`src/rtl/xbar_cfg_pkg.sv`:
```
package xbar_cfg_pkg;

    localparam int WORD_W   = 16;
    localparam int CNT_W    = 5;
    localparam int FIELD_W  = 4;
    localparam int GRP_W    = 2;
    localparam int GRP_SIZE = 4;

    typedef enum logic [2:0] {
        OP_ROUTE  = 3'b000,
        OP_OUTEN  = 3'b001,
        OP_GAIN   = 3'b010,
        OP_BCAST  = 3'b011,
        OP_GLOBAL = 3'b111
    } opcode_e;

    typedef struct packed {
        logic                route_we;
        logic [FIELD_W-1:0]  route_out;
        logic [FIELD_W-1:0]  route_src;
        logic                en_we;
        logic                gain_we;
        logic [GRP_W-1:0]    grp;
        logic [GRP_SIZE-1:0] grp_bits;
        logic                bc_we;
        logic [FIELD_W-1:0]  bc_src;
        logic                bc_on;
        logic                glob_we;
        logic                pwr;
        logic                com;
        logic                glob_bc;
    } cmd_t;

endpackage

```
`src/rtl/xbar_serial_rx.sv`:
```
module xbar_serial_rx
    import xbar_cfg_pkg::*;
#(
    parameter int SYNC_STAGES = 2
) (
    input  logic              clk,
    input  logic              rst_n,
    input  logic              frm_n_i,
    input  logic              sck_i,
    input  logic              sdi_i,
    output logic              sdo_o,
    output logic              done_o,
    output logic [WORD_W-1:0] word_o
);

    typedef struct packed {
        logic [SYNC_STAGES:0]   frm;
        logic [SYNC_STAGES:0]   sck;
        logic [SYNC_STAGES-1:0] sdi;
        logic [WORD_W-1:0]      sh;
        logic [CNT_W-1:0]       cnt;
        logic                   hold;
        logic                   sdo;
        logic                   done;
        logic [WORD_W-1:0]      word;
    } rx_t;

    rx_t q, d;

    logic frm_lvl, frm_prev, sck_lvl, sck_prev, sdi_lvl;
    logic frm_fall, frm_rise, sck_rise, sck_fall;

    assign frm_lvl  = q.frm[SYNC_STAGES-1];
    assign frm_prev = q.frm[SYNC_STAGES];
    assign sck_lvl  = q.sck[SYNC_STAGES-1];
    assign sck_prev = q.sck[SYNC_STAGES];
    assign sdi_lvl  = q.sdi[SYNC_STAGES-1];

    assign frm_fall = !frm_lvl && frm_prev;
    assign frm_rise = frm_lvl && !frm_prev;
    assign sck_rise = sck_lvl && !sck_prev;
    assign sck_fall = !sck_lvl && sck_prev;

    always_comb begin
        d      = q;
        d.frm  = (SYNC_STAGES+1)'({q.frm, frm_n_i});
        d.sck  = (SYNC_STAGES+1)'({q.sck, sck_i});
        d.sdi  = SYNC_STAGES'({q.sdi, sdi_i});
        d.done = 1'b0;

        if (frm_fall) begin
            d.cnt = '0;
        end

        if (!frm_lvl && sck_rise) begin
            d.hold = q.sh[WORD_W-1];
            d.sh   = {q.sh[WORD_W-2:0], sdi_lvl};
            if (q.cnt != '1) begin
                d.cnt = q.cnt + 1'b1;
            end
        end

        if (frm_lvl) begin
            d.sdo = 1'b0;
        end else if (sck_fall) begin
            d.sdo = q.hold;
        end

        if (frm_rise) begin
            d.done = (q.cnt == CNT_W'(WORD_W));
            d.word = q.sh;
        end
    end

    always_ff @(posedge clk or negedge rst_n) begin
        if (!rst_n) begin
            q     <= '0;
            q.frm <= '1;
        end else begin
            q <= d;
        end
    end

    assign sdo_o  = q.sdo;
    assign done_o = q.done;
    assign word_o = q.word;


    idle_shift_chk: assert property (@(posedge clk) disable iff (!rst_n)
        frm_lvl |=> $stable(q.sh));


    sdo_idle_chk: assert property (@(posedge clk) disable iff (!rst_n)
        frm_lvl |=> !sdo_o);


    done_pulse_chk: assert property (@(posedge clk) disable iff (!rst_n)
        done_o |=> !done_o);

endmodule

```
`src/rtl/xbar_cmd_dec.sv`:
```
module xbar_cmd_dec
    import xbar_cfg_pkg::*;
(
    input  logic              done_i,
    input  logic [WORD_W-1:0] word_i,
    output cmd_t              cmd_o
);

    opcode_e op;

    assign op = opcode_e'(word_i[15:13]);

    always_comb begin
        cmd_o           = '0;
        cmd_o.route_src = word_i[12:9];
        cmd_o.route_out = word_i[4:1];
        cmd_o.grp       = word_i[9:8];
        cmd_o.grp_bits  = {word_i[6], word_i[4], word_i[2], word_i[0]};
        cmd_o.bc_src    = word_i[12:9];
        cmd_o.bc_on     = word_i[7];
        cmd_o.pwr       = word_i[1];
        cmd_o.com       = word_i[0];
        cmd_o.glob_bc   = word_i[9];

        if (done_i) begin
            case (op)
                OP_ROUTE:  cmd_o.route_we = !word_i[8] && !word_i[0];
                OP_OUTEN:  cmd_o.en_we    = 1'b1;
                OP_GAIN:   cmd_o.gain_we  = 1'b1;
                OP_BCAST:  cmd_o.bc_we    = !word_i[8];
                OP_GLOBAL: cmd_o.glob_we  = 1'b1;
                default:   ;
            endcase
        end
    end

endmodule

```
`src/rtl/xbar_regfile.sv`:
```
module xbar_regfile
    import xbar_cfg_pkg::*;
#(
    parameter int NUM_OUT = 16
) (
    input  logic                     clk,
    input  logic                     rst_n,
    input  cmd_t                     cmd_i,
    output logic [NUM_OUT*FIELD_W-1:0] route_sel_o,
    output logic [NUM_OUT-1:0]       drive_en_o,
    output logic [NUM_OUT-1:0]       gain2_o
);

    localparam int SEL_W = FIELD_W;

    typedef struct packed {
        logic [NUM_OUT-1:0][SEL_W-1:0] route;
        logic [NUM_OUT-1:0]            en;
        logic [NUM_OUT-1:0]            gain;
        logic                          pwr;
        logic                          com;
        logic                          bc_on;
        logic [SEL_W-1:0]              bc_src;
    } rf_t;

    rf_t q, d;

    always_comb begin
        d = q;
        for (int o = 0; o < NUM_OUT; o++) begin
            if (cmd_i.route_we && (cmd_i.route_out == SEL_W'(o))) begin
                d.route[o] = cmd_i.route_src;
            end
            if ((o / GRP_SIZE) == int'(cmd_i.grp)) begin
                if (cmd_i.en_we) begin
                    d.en[o] = cmd_i.grp_bits[o % GRP_SIZE];
                end
                if (cmd_i.gain_we) begin
                    d.gain[o] = cmd_i.grp_bits[o % GRP_SIZE];
                end
            end
        end
        if (cmd_i.bc_we) begin
            d.bc_src = cmd_i.bc_src;
            d.bc_on  = cmd_i.bc_on;
        end
        if (cmd_i.glob_we) begin
            d.pwr   = cmd_i.pwr;
            d.com   = cmd_i.com;
            d.bc_on = cmd_i.glob_bc;
        end
    end

    always_ff @(posedge clk or negedge rst_n) begin
        if (!rst_n) begin
            q <= '0;
        end else begin
            q <= d;
        end
    end

    for (genvar o = 0; o < NUM_OUT; o++) begin : g_out
        assign route_sel_o[o*SEL_W +: SEL_W] = q.bc_on ? q.bc_src : q.route[o];
        assign drive_en_o[o]                 = q.en[o] & q.pwr & q.com;
        assign gain2_o[o]                    = q.gain[o];
    end


    one_write_chk: assert property (@(posedge clk) disable iff (!rst_n)
        $onehot0({cmd_i.route_we, cmd_i.en_we, cmd_i.gain_we, cmd_i.bc_we, cmd_i.glob_we}));


    route_keep_chk: assert property (@(posedge clk) disable iff (!rst_n)
        !cmd_i.route_we |=> $stable(q.route));

endmodule

```
`src/rtl/xbar_cfg_ctrl.sv`:
```
module xbar_cfg_ctrl
    import xbar_cfg_pkg::*;
#(
    parameter int NUM_OUT     = 16,
    parameter int SYNC_STAGES = 2
) (
    input  logic                       clk,
    input  logic                       rst_n,
    input  logic                       frm_n_i,
    input  logic                       sck_i,
    input  logic                       sdi_i,
    output logic                       sdo_o,
    output logic [NUM_OUT*FIELD_W-1:0] route_sel_o,
    output logic [NUM_OUT-1:0]         drive_en_o,
    output logic [NUM_OUT-1:0]         gain2_o
);

    logic              done;
    logic [WORD_W-1:0] word;
    cmd_t              cmd;

    xbar_serial_rx #(
        .SYNC_STAGES(SYNC_STAGES)
    ) u_rx (
        .clk     (clk),
        .rst_n   (rst_n),
        .frm_n_i (frm_n_i),
        .sck_i   (sck_i),
        .sdi_i   (sdi_i),
        .sdo_o   (sdo_o),
        .done_o  (done),
        .word_o  (word)
    );

    xbar_cmd_dec u_dec (
        .done_i (done),
        .word_i (word),
        .cmd_o  (cmd)
    );

    xbar_regfile #(
        .NUM_OUT(NUM_OUT)
    ) u_rf (
        .clk         (clk),
        .rst_n       (rst_n),
        .cmd_i       (cmd),
        .route_sel_o (route_sel_o),
        .drive_en_o  (drive_en_o),
        .gain2_o     (gain2_o)
    );


    drive_gate_chk: assert property (@(posedge clk) disable iff (!rst_n)
        (cmd.glob_we && !(cmd.pwr && cmd.com)) |=> (drive_en_o == '0));

endmodule

```
`config.mk`:
```
export PLATFORM = sky130hd
export DESIGN_NAME = xbar_cfg_ctrl
export DESIGN_NICKNAME = d
export VERILOG_FILES = /design/src/rtl/xbar_cfg_pkg.sv /design/src/rtl/xbar_serial_rx.sv /design/src/rtl/xbar_cmd_dec.sv /design/src/rtl/xbar_regfile.sv /design/src/rtl/xbar_cfg_ctrl.sv
export SDC_FILE = /design/constraint.sdc
export NUM_CORES = 1
export LEC_CHECK = 0
export BUFFER_PORTS_ARGS = -buffer_cell sky130_fd_sc_hd__buf_2
export CAP_MARGIN = 15
export CORE_AREA = 5 5 152 96
export CTS_CLUSTER_DIAMETER = 60
export DETAILED_ROUTE_END_ITERATION = 7
export DIE_AREA = 0 0 157 101
export PLACE_DENSITY = 0.85
export SLEW_MARGIN = 20
export SYNTH_ARGS = -nofsm -noshare
export SYNTH_HDL_FRONTEND = slang
export SYNTH_HIERARCHICAL = 1
export SYNTH_SLANG_ARGS = --single-unit
```
`constraint.sdc`:
```
create_clock -name clk -period 2.8 [get_ports clk]
set_clock_uncertainty 0.1 [all_clocks]
set_input_delay 0.28 -clock clk [delete_from_list [all_inputs] [get_ports clk]]
set_output_delay 0.28 -clock clk [all_outputs]
set_load 0.02 [all_outputs]
```
After elaboration in Yosys (flattened, before gate mapping)
Index checks and enable logic that the tools add are counted.
{"block": "op_classes", "n_eq_ne": 24, "n_reduce_logical": 41, "n_bitwise": 32, "n_mux": 33, "n_addsub": 1}
{"op": "4-bit 2-to-1 mux", "n": 16}
{"op": "1-bit bitwise AND", "n": 32}
{"op": "4-bit == test, second input constant", "n": 8}
{"op": "1-bit logical AND", "n": 22}
{"op": "17-bit 2-to-1 mux", "n": 1}
{"op": "4-bit by 3-bit == test with 1-bit output, second input constant", "n": 4}
{"op": "2-bit AND reduction", "n": 8}
{"op": "5-bit 2-to-1 mux", "n": 3}
{"op": "1-bit 2-to-1 mux", "n": 11}
{"op": "4-bit by 2-bit == test with 1-bit output, second input constant", "n": 2}
{"op": "3-bit by 2-bit == test with 1-bit output, second input constant", "n": 2}
{"op": "1-bit logical NOT", "n": 6}
{"op": "6-bit 2-to-1 mux", "n": 1}
{"op": "5-bit by 1-bit adder with 5-bit output, second input constant", "n": 1}
{"op": "5-bit == test, second input constant", "n": 1}
{"op": "5-bit != test, second input constant", "n": 1}
{"op": "2-bit == test, first input constant", "n": 2}
{"op": "4-bit by 1-bit == test with 1-bit output, second input constant", "n": 1}
{"op": "4-bit logical NOT", "n": 1}
{"op": "2-bit nonzero test", "n": 2}
{"op": "3-bit by 1-bit == test with 1-bit output, second input constant", "n": 1}
{"op": "3-bit == test, second input constant", "n": 1}
{"op": "3-bit logical NOT", "n": 1}
{"op": "1-bit by 2-bit == test with 1-bit output, first input constant", "n": 1}
{"op": "other kinds (2)", "n": 2}
{"block": "word_totals", "ff_bits": 151}

Longest topological paths before layout
{"block": "depth", "word_depth": 5, "ltp_mapped": 7, "ltp_nobuf": 6}

Hierarchy
Netlist, hierarchy kept.
{"module": "xbar_regfile", "cells_each": 422, "n_inst": 1, "area_each_um2": 4797.1, "seq_area_each_um2": 2577.5}
{"module": "xbar_serial_rx", "cells_each": 133, "n_inst": 1, "area_each_um2": 1941.9, "seq_area_each_um2": 1204.9}
{"module": "xbar_cmd_dec", "cells_each": 31, "n_inst": 1, "area_each_um2": 224.0, "seq_area_each_um2": 0.0}

Least setup slack after synthesis
OpenSTA, ideal clock, no wires.
{"block": "synth_timing", "kind": "flip-flop to flip-flop", "start": "register u_rx/q[19] (netlist name)", "end": "register u_rx/q[22] (netlist name)", "arrival_time_ps": 1908, "t_required_ps": 2621, "path_stages_with_launch": 8, "slack_ps": 712, "cell_sequence": "dfrtp_1 -> ha_1 -> and3_1 -> ha_1 -> or4b_1 -> buf_2 -> or2_0 -> mux2i_1"}
{"element": "start, declared", "line": "xbar_serial_rx.sv:28", "source": "rx_t q, d;"}

Worst setup path after layout
{"block": "layout_timing", "start": "register u_rf/q[4] (netlist name)", "end": "output route_sel_o[46]"}
{"block": "layout_between", "elab_chain_len": 1}
{"element": "start, declared", "line": "xbar_regfile.sv:26", "source": "rf_t q, d;"}
{"element": "start signal, assigned", "line": "xbar_regfile.sv:56", "source": "q <= '0;"}
{"element": "start signal, assigned", "line": "xbar_regfile.sv:58", "source": "q <= d;"}
{"element": "4-bit 2-to-1 mux", "line": "xbar_regfile.sv:63", "source": "assign route_sel_o[o*SEL_W +: SEL_W] = q.bc_on ? q.bc_src : q.route[o];"}
{"element": "end, declared", "line": "xbar_cfg_ctrl.sv:13", "source": "output logic [NUM_OUT*FIELD_W-1:0] route_sel_o,"}
Every way passes these cells.

==> metrics.txt <==
# TYPE chip_impl_metric gauge
chip_impl_metric{name="final_layout_size_suffix_gt1_share",unit="%"} 42.6
chip_impl_metric{name="die_y_extent",unit="um"} 101
chip_impl_metric{name="cp_max_stage_delay",unit="ps"} 600
chip_impl_metric{name="routed-via-count",unit=""} 4473
chip_impl_metric{name="htree_num_levels",unit=""} 4
chip_impl_metric{name="maxSlewViolCount",unit=""} 0
chip_impl_metric{name="remaining_drc_errors",unit=""} 0
chip_impl_metric{name="wire_length_of_the_first_global_routing_pass",unit="um"} 25000
chip_impl_metric{name="numCtsBuffers",unit=""} 17
chip_impl_metric{name="drt.antenna.violating_nets",unit=""} 0
chip_impl_metric{name="synth_cell_area",unit="um2"} 6920
chip_impl_metric{name="worst-path-max-fanout",unit=""} 16
chip_impl_metric{name="gp_congestion",unit=""} 0.829
chip_impl_metric{name="min_period",unit="ps"} 2410
chip_impl_metric{name="antenna_found_initial",unit=""} 0
chip_impl_metric{name="worst-slew-pin-transition",unit="ps"} 840
chip_impl_metric{name="period_share",unit="%"} 86.2
chip_impl_metric{name="diodes",unit=""} 0
chip_impl_metric{name="max-cap-violations",unit=""} 0
chip_impl_metric{name="irDropWorstVdd",unit="uV"} 391
chip_impl_metric{name="final_non_filler_cell_area",unit="um2"} 7870
chip_impl_info{name="critical_path_slowest_stage_cell",value="sky130_fd_sc_hd__dfrtp_1"} 1
chip_impl_metric{name="core_area",unit="um2"} 13200
chip_impl_info{name="critical_path.reg2reg.endpoint",value="u_rf/q[66]"} 1
chip_impl_metric{name="drt-wirelength-per-cell",unit="um"} 18.7
chip_impl_metric{name="power.density_cell_area",unit="nW/um2"} 647
chip_impl_metric{name="die_span_in_x",unit="um"} 157
chip_impl_info{name="setup.worst_path.end_class",value="primary output"} 1
chip_impl_metric{name="cp_data_arrival_time",unit="ps"} 2030
chip_impl_metric{name="drt_first_pass_iters",unit=""} 4
chip_impl_metric{name="synthToLayoutAreaGrowth",unit="%"} 13.8
chip_impl_info{name="timing.hold.worst_endpoint",value="u_rx/d[44]"} 1
chip_impl_info{name="crit_path_start_kind",value="register"} 1
chip_impl_info{name="ctsRootBufferMaster",value="sky130_fd_sc_hd__clkbuf_16"} 1
chip_impl_info{name="timing.hold.worst.start",value="u_rx/d[43]"} 1
chip_impl_metric{name="vias_per_cell",unit=""} 5.41
chip_impl_info{name="r2r_start",value="u_rx/word_o[0]"} 1
chip_impl_metric{name="worst-r2r-cell-count",unit=""} 5
chip_impl_info{name="clock_tree_from_tritoncts",value="done"} 1
chip_impl_metric{name="fin_worst_hold_slack",unit="ps"} 249
chip_impl_metric{name="number_of_warnings_reported_in_the_yosys_synthesis_log",unit=""} 6
chip_impl_metric{name="cts.hold.buffers_added",unit=""} 4
chip_impl_info{name="critPathTopFamily",value="flip-flops"} 1
chip_impl_metric{name="grt-ovfl-total",unit=""} 0
chip_impl_metric{name="cts.sinks",unit=""} 150
chip_impl_metric{name="postSynthNetCount",unit=""} 591
chip_impl_metric{name="report.final.hold_viol_count",unit=""} 0
chip_impl_metric{name="rows",unit=""} 33
chip_impl_info{name="crit_path_cell_trace",value="nand2_1 -> o21ai_0 -> buf_2"} 1
chip_impl_metric{name="max-slew-margin-rel",unit="%"} 43.5
chip_impl_metric{name="routed_wirelength",unit="um"} 15400
chip_impl_metric{name="synth.avg_cell_area",unit="um2"} 11.9
chip_impl_metric{name="dpl-instance-area",unit="um2"} 7220
chip_impl_metric{name="post-dp-hpwl",unit="um"} 10100
chip_impl_metric{name="timing.reg2reg.setup_slack",unit="ps"} 400
chip_impl_metric{name="timing.hold.worst_path_depth",unit=""} 0
chip_impl_metric{name="die_area",unit="um2"} 15900
chip_impl_metric{name="timing.setup.tns",unit="ps"} 0
chip_impl_info{name="status",value="completed"} 1
chip_impl_metric{name="via_count_of_the_first_global_routing_pass",unit=""} 4599
chip_impl_info{name="critical_path_class",value="register to primary output"} 1
chip_impl_metric{name="timing.critical_path.required",unit="ps"} 2420
chip_impl_metric{name="path_clk_slew",unit="ps"} 60
chip_impl_metric{name="track_usage",unit="%"} 20.4
chip_impl_metric{name="initial_core_util",unit="%"} 52.5
chip_impl_metric{name="portBuffers",unit=""} 101
chip_impl_info{name="worst_hold_path_type",value="register to register"} 1
chip_impl_info{name="setup_repair_after_global_routing_missed_its_margin",value="false"} 1
chip_impl_metric{name="postSynthCellCount",unit=""} 583
chip_impl_metric{name="worstPathBufferInverterCount",unit=""} 1
chip_impl_metric{name="power.static_leakage",unit="nW"} 4.10
chip_impl_metric{name="post_cts_buffers",unit=""} 0
chip_impl_metric{name="design.portCount",unit=""} 102
chip_impl_metric{name="max_freq",unit="GHz"} 0.414
chip_impl_metric{name="clock_path_buffers",unit=""} 2
chip_impl_metric{name="cts-resized-gates",unit=""} 0
chip_impl_metric{name="final-setup-viol-count",unit=""} 0
chip_impl_metric{name="maximum_number_of_pins_on_one_net_before_global_route_repair",unit=""} 73
chip_impl_metric{name="clk_latency",unit="ps"} 420
chip_impl_metric{name="num-nets-final",unit=""} 647
chip_impl_metric{name="detailedRoute.firstIterationViolations",unit=""} 361
[cell usage in the layout (no fill, tap or decap)]
cell type                       instances
sky130_fd_sc_hd__dfrtp_1              147
sky130_fd_sc_hd__nand3b_1               6
sky130_fd_sc_hd__clkinv_4               2
sky130_fd_sc_hd__mux2_2               130
sky130_fd_sc_hd__ha_1                   3
sky130_fd_sc_hd__nor3_1                 2
sky130_fd_sc_hd__mux2_1                 4
sky130_fd_sc_hd__dfstp_2                3
sky130_fd_sc_hd__clkinvlp_4             4
sky130_fd_sc_hd__nor4b_2                1
sky130_fd_sc_hd__nand3_1               10
sky130_fd_sc_hd__clkinv_2               3
sky130_fd_sc_hd__or3_1                  1
sky130_fd_sc_hd__nand2b_1               8
sky130_fd_sc_hd__nor2_1                12
sky130_fd_sc_hd__and2b_1                1
sky130_fd_sc_hd__buf_6                  1
sky130_fd_sc_hd__or4b_1                 1
sky130_fd_sc_hd__nor3b_2                3
sky130_fd_sc_hd__nor3b_1                3
sky130_fd_sc_hd__and3_1                17
sky130_fd_sc_hd__mux2i_1                4
sky130_fd_sc_hd__bufinv_16              3
sky130_fd_sc_hd__buf_2                100
sky130_fd_sc_hd__or2_0                  1
sky130_fd_sc_hd__or3_4                  2
sky130_fd_sc_hd__o21ai_0               66
sky130_fd_sc_hd__clkbuf_8               2
sky130_fd_sc_hd__inv_1                 66
sky130_fd_sc_hd__clkbuf_1               1
sky130_fd_sc_hd__buf_12                 1
sky130_fd_sc_hd__nand2_1               15
sky130_fd_sc_hd__clkbuf_16             17
sky130_fd_sc_hd__nor3_2                 1
sky130_fd_sc_hd__buf_4                  5
sky130_fd_sc_hd__nor2b_1                2
sky130_fd_sc_hd__dlygate4sd3_1          4
[cell type report]
type / instances / area (um2)
repair buffers: 111 / 609
clock inverters: 12 / 153
inverters: 66 / 248
flip-flops and latches: 150 / 3760
clock buffers: 20 / 457
well taps: 175 / 219
fillers: 1011 / 5300
multi-input cells: 293 / 2430
[state kept, by name, summed over array words and instances, names as in the netlist]
register       flops
u_rx/done_o        1
u_rx/frm_prev      1
u_rf/q            87
u_rx/word_o       15
u_rx/q            24
u_rx/d             5
u_rf/gain2_o      16
u_rx/sdo_o         1
[per-layer routing]
metal / up-vias / routed length (um) / track usage (%)
li1: 2021 / - / -
met1: 2267 / 6990 / 29.5
met2: 160 / 7060 / 30.5
met3: 25 / 1160 / 4.89
met4: 0 / 221 / 7.07
met5: - / 0 / 0
[stage by stage]
stage	std cells	total power, W	worst slack [ps]	util [%]
global placement	791	0.00277	527	54.8
finish	827	0.00510	386	59.8
floorplan	583	0.00278	712	-
detailed placement	791	0.00279	477	54.8
global route	827	0.00528	248	59.8
CTS	827	0.00514	424	59.8
[power breakdown]
part	internal [W]	total [W]	switching, W
Clock	0.00145	0.00232	0.000877
Combinational	0.000134	0.000273	0.000139
Sequential	0.00228	0.00250	0.000218
Total	0.00386	0.00510	0.00123
[worst max path at each step]
stage / startpoint / end / slack [ps] / depth (start not counted)
after global placement: u_rx/word_o[8] / u_rf/q[65] / 530 / 5
after global routing: u_rf/q[4] / route_sel_o[46] / 250 / 3
final: u_rf/q[4] / route_sel_o[46] / 390 / 3
after detailed placement: u_rx/word_o[0] / u_rf/q[102] / 480 / 5
after floorplan: u_rx/q[19] / u_rx/q[22] / 710 / 7
after CTS: u_rf/q[4] / route_sel_o[46] / 420 / 3
[worst register-to-register path: cells and delay by family, from the launching register on]
family	cells	cell delay [ps]
simple gates	4	1290
flops	1	490
mux	1	400
Note: power is estimated with default switching activity, not from simulation.
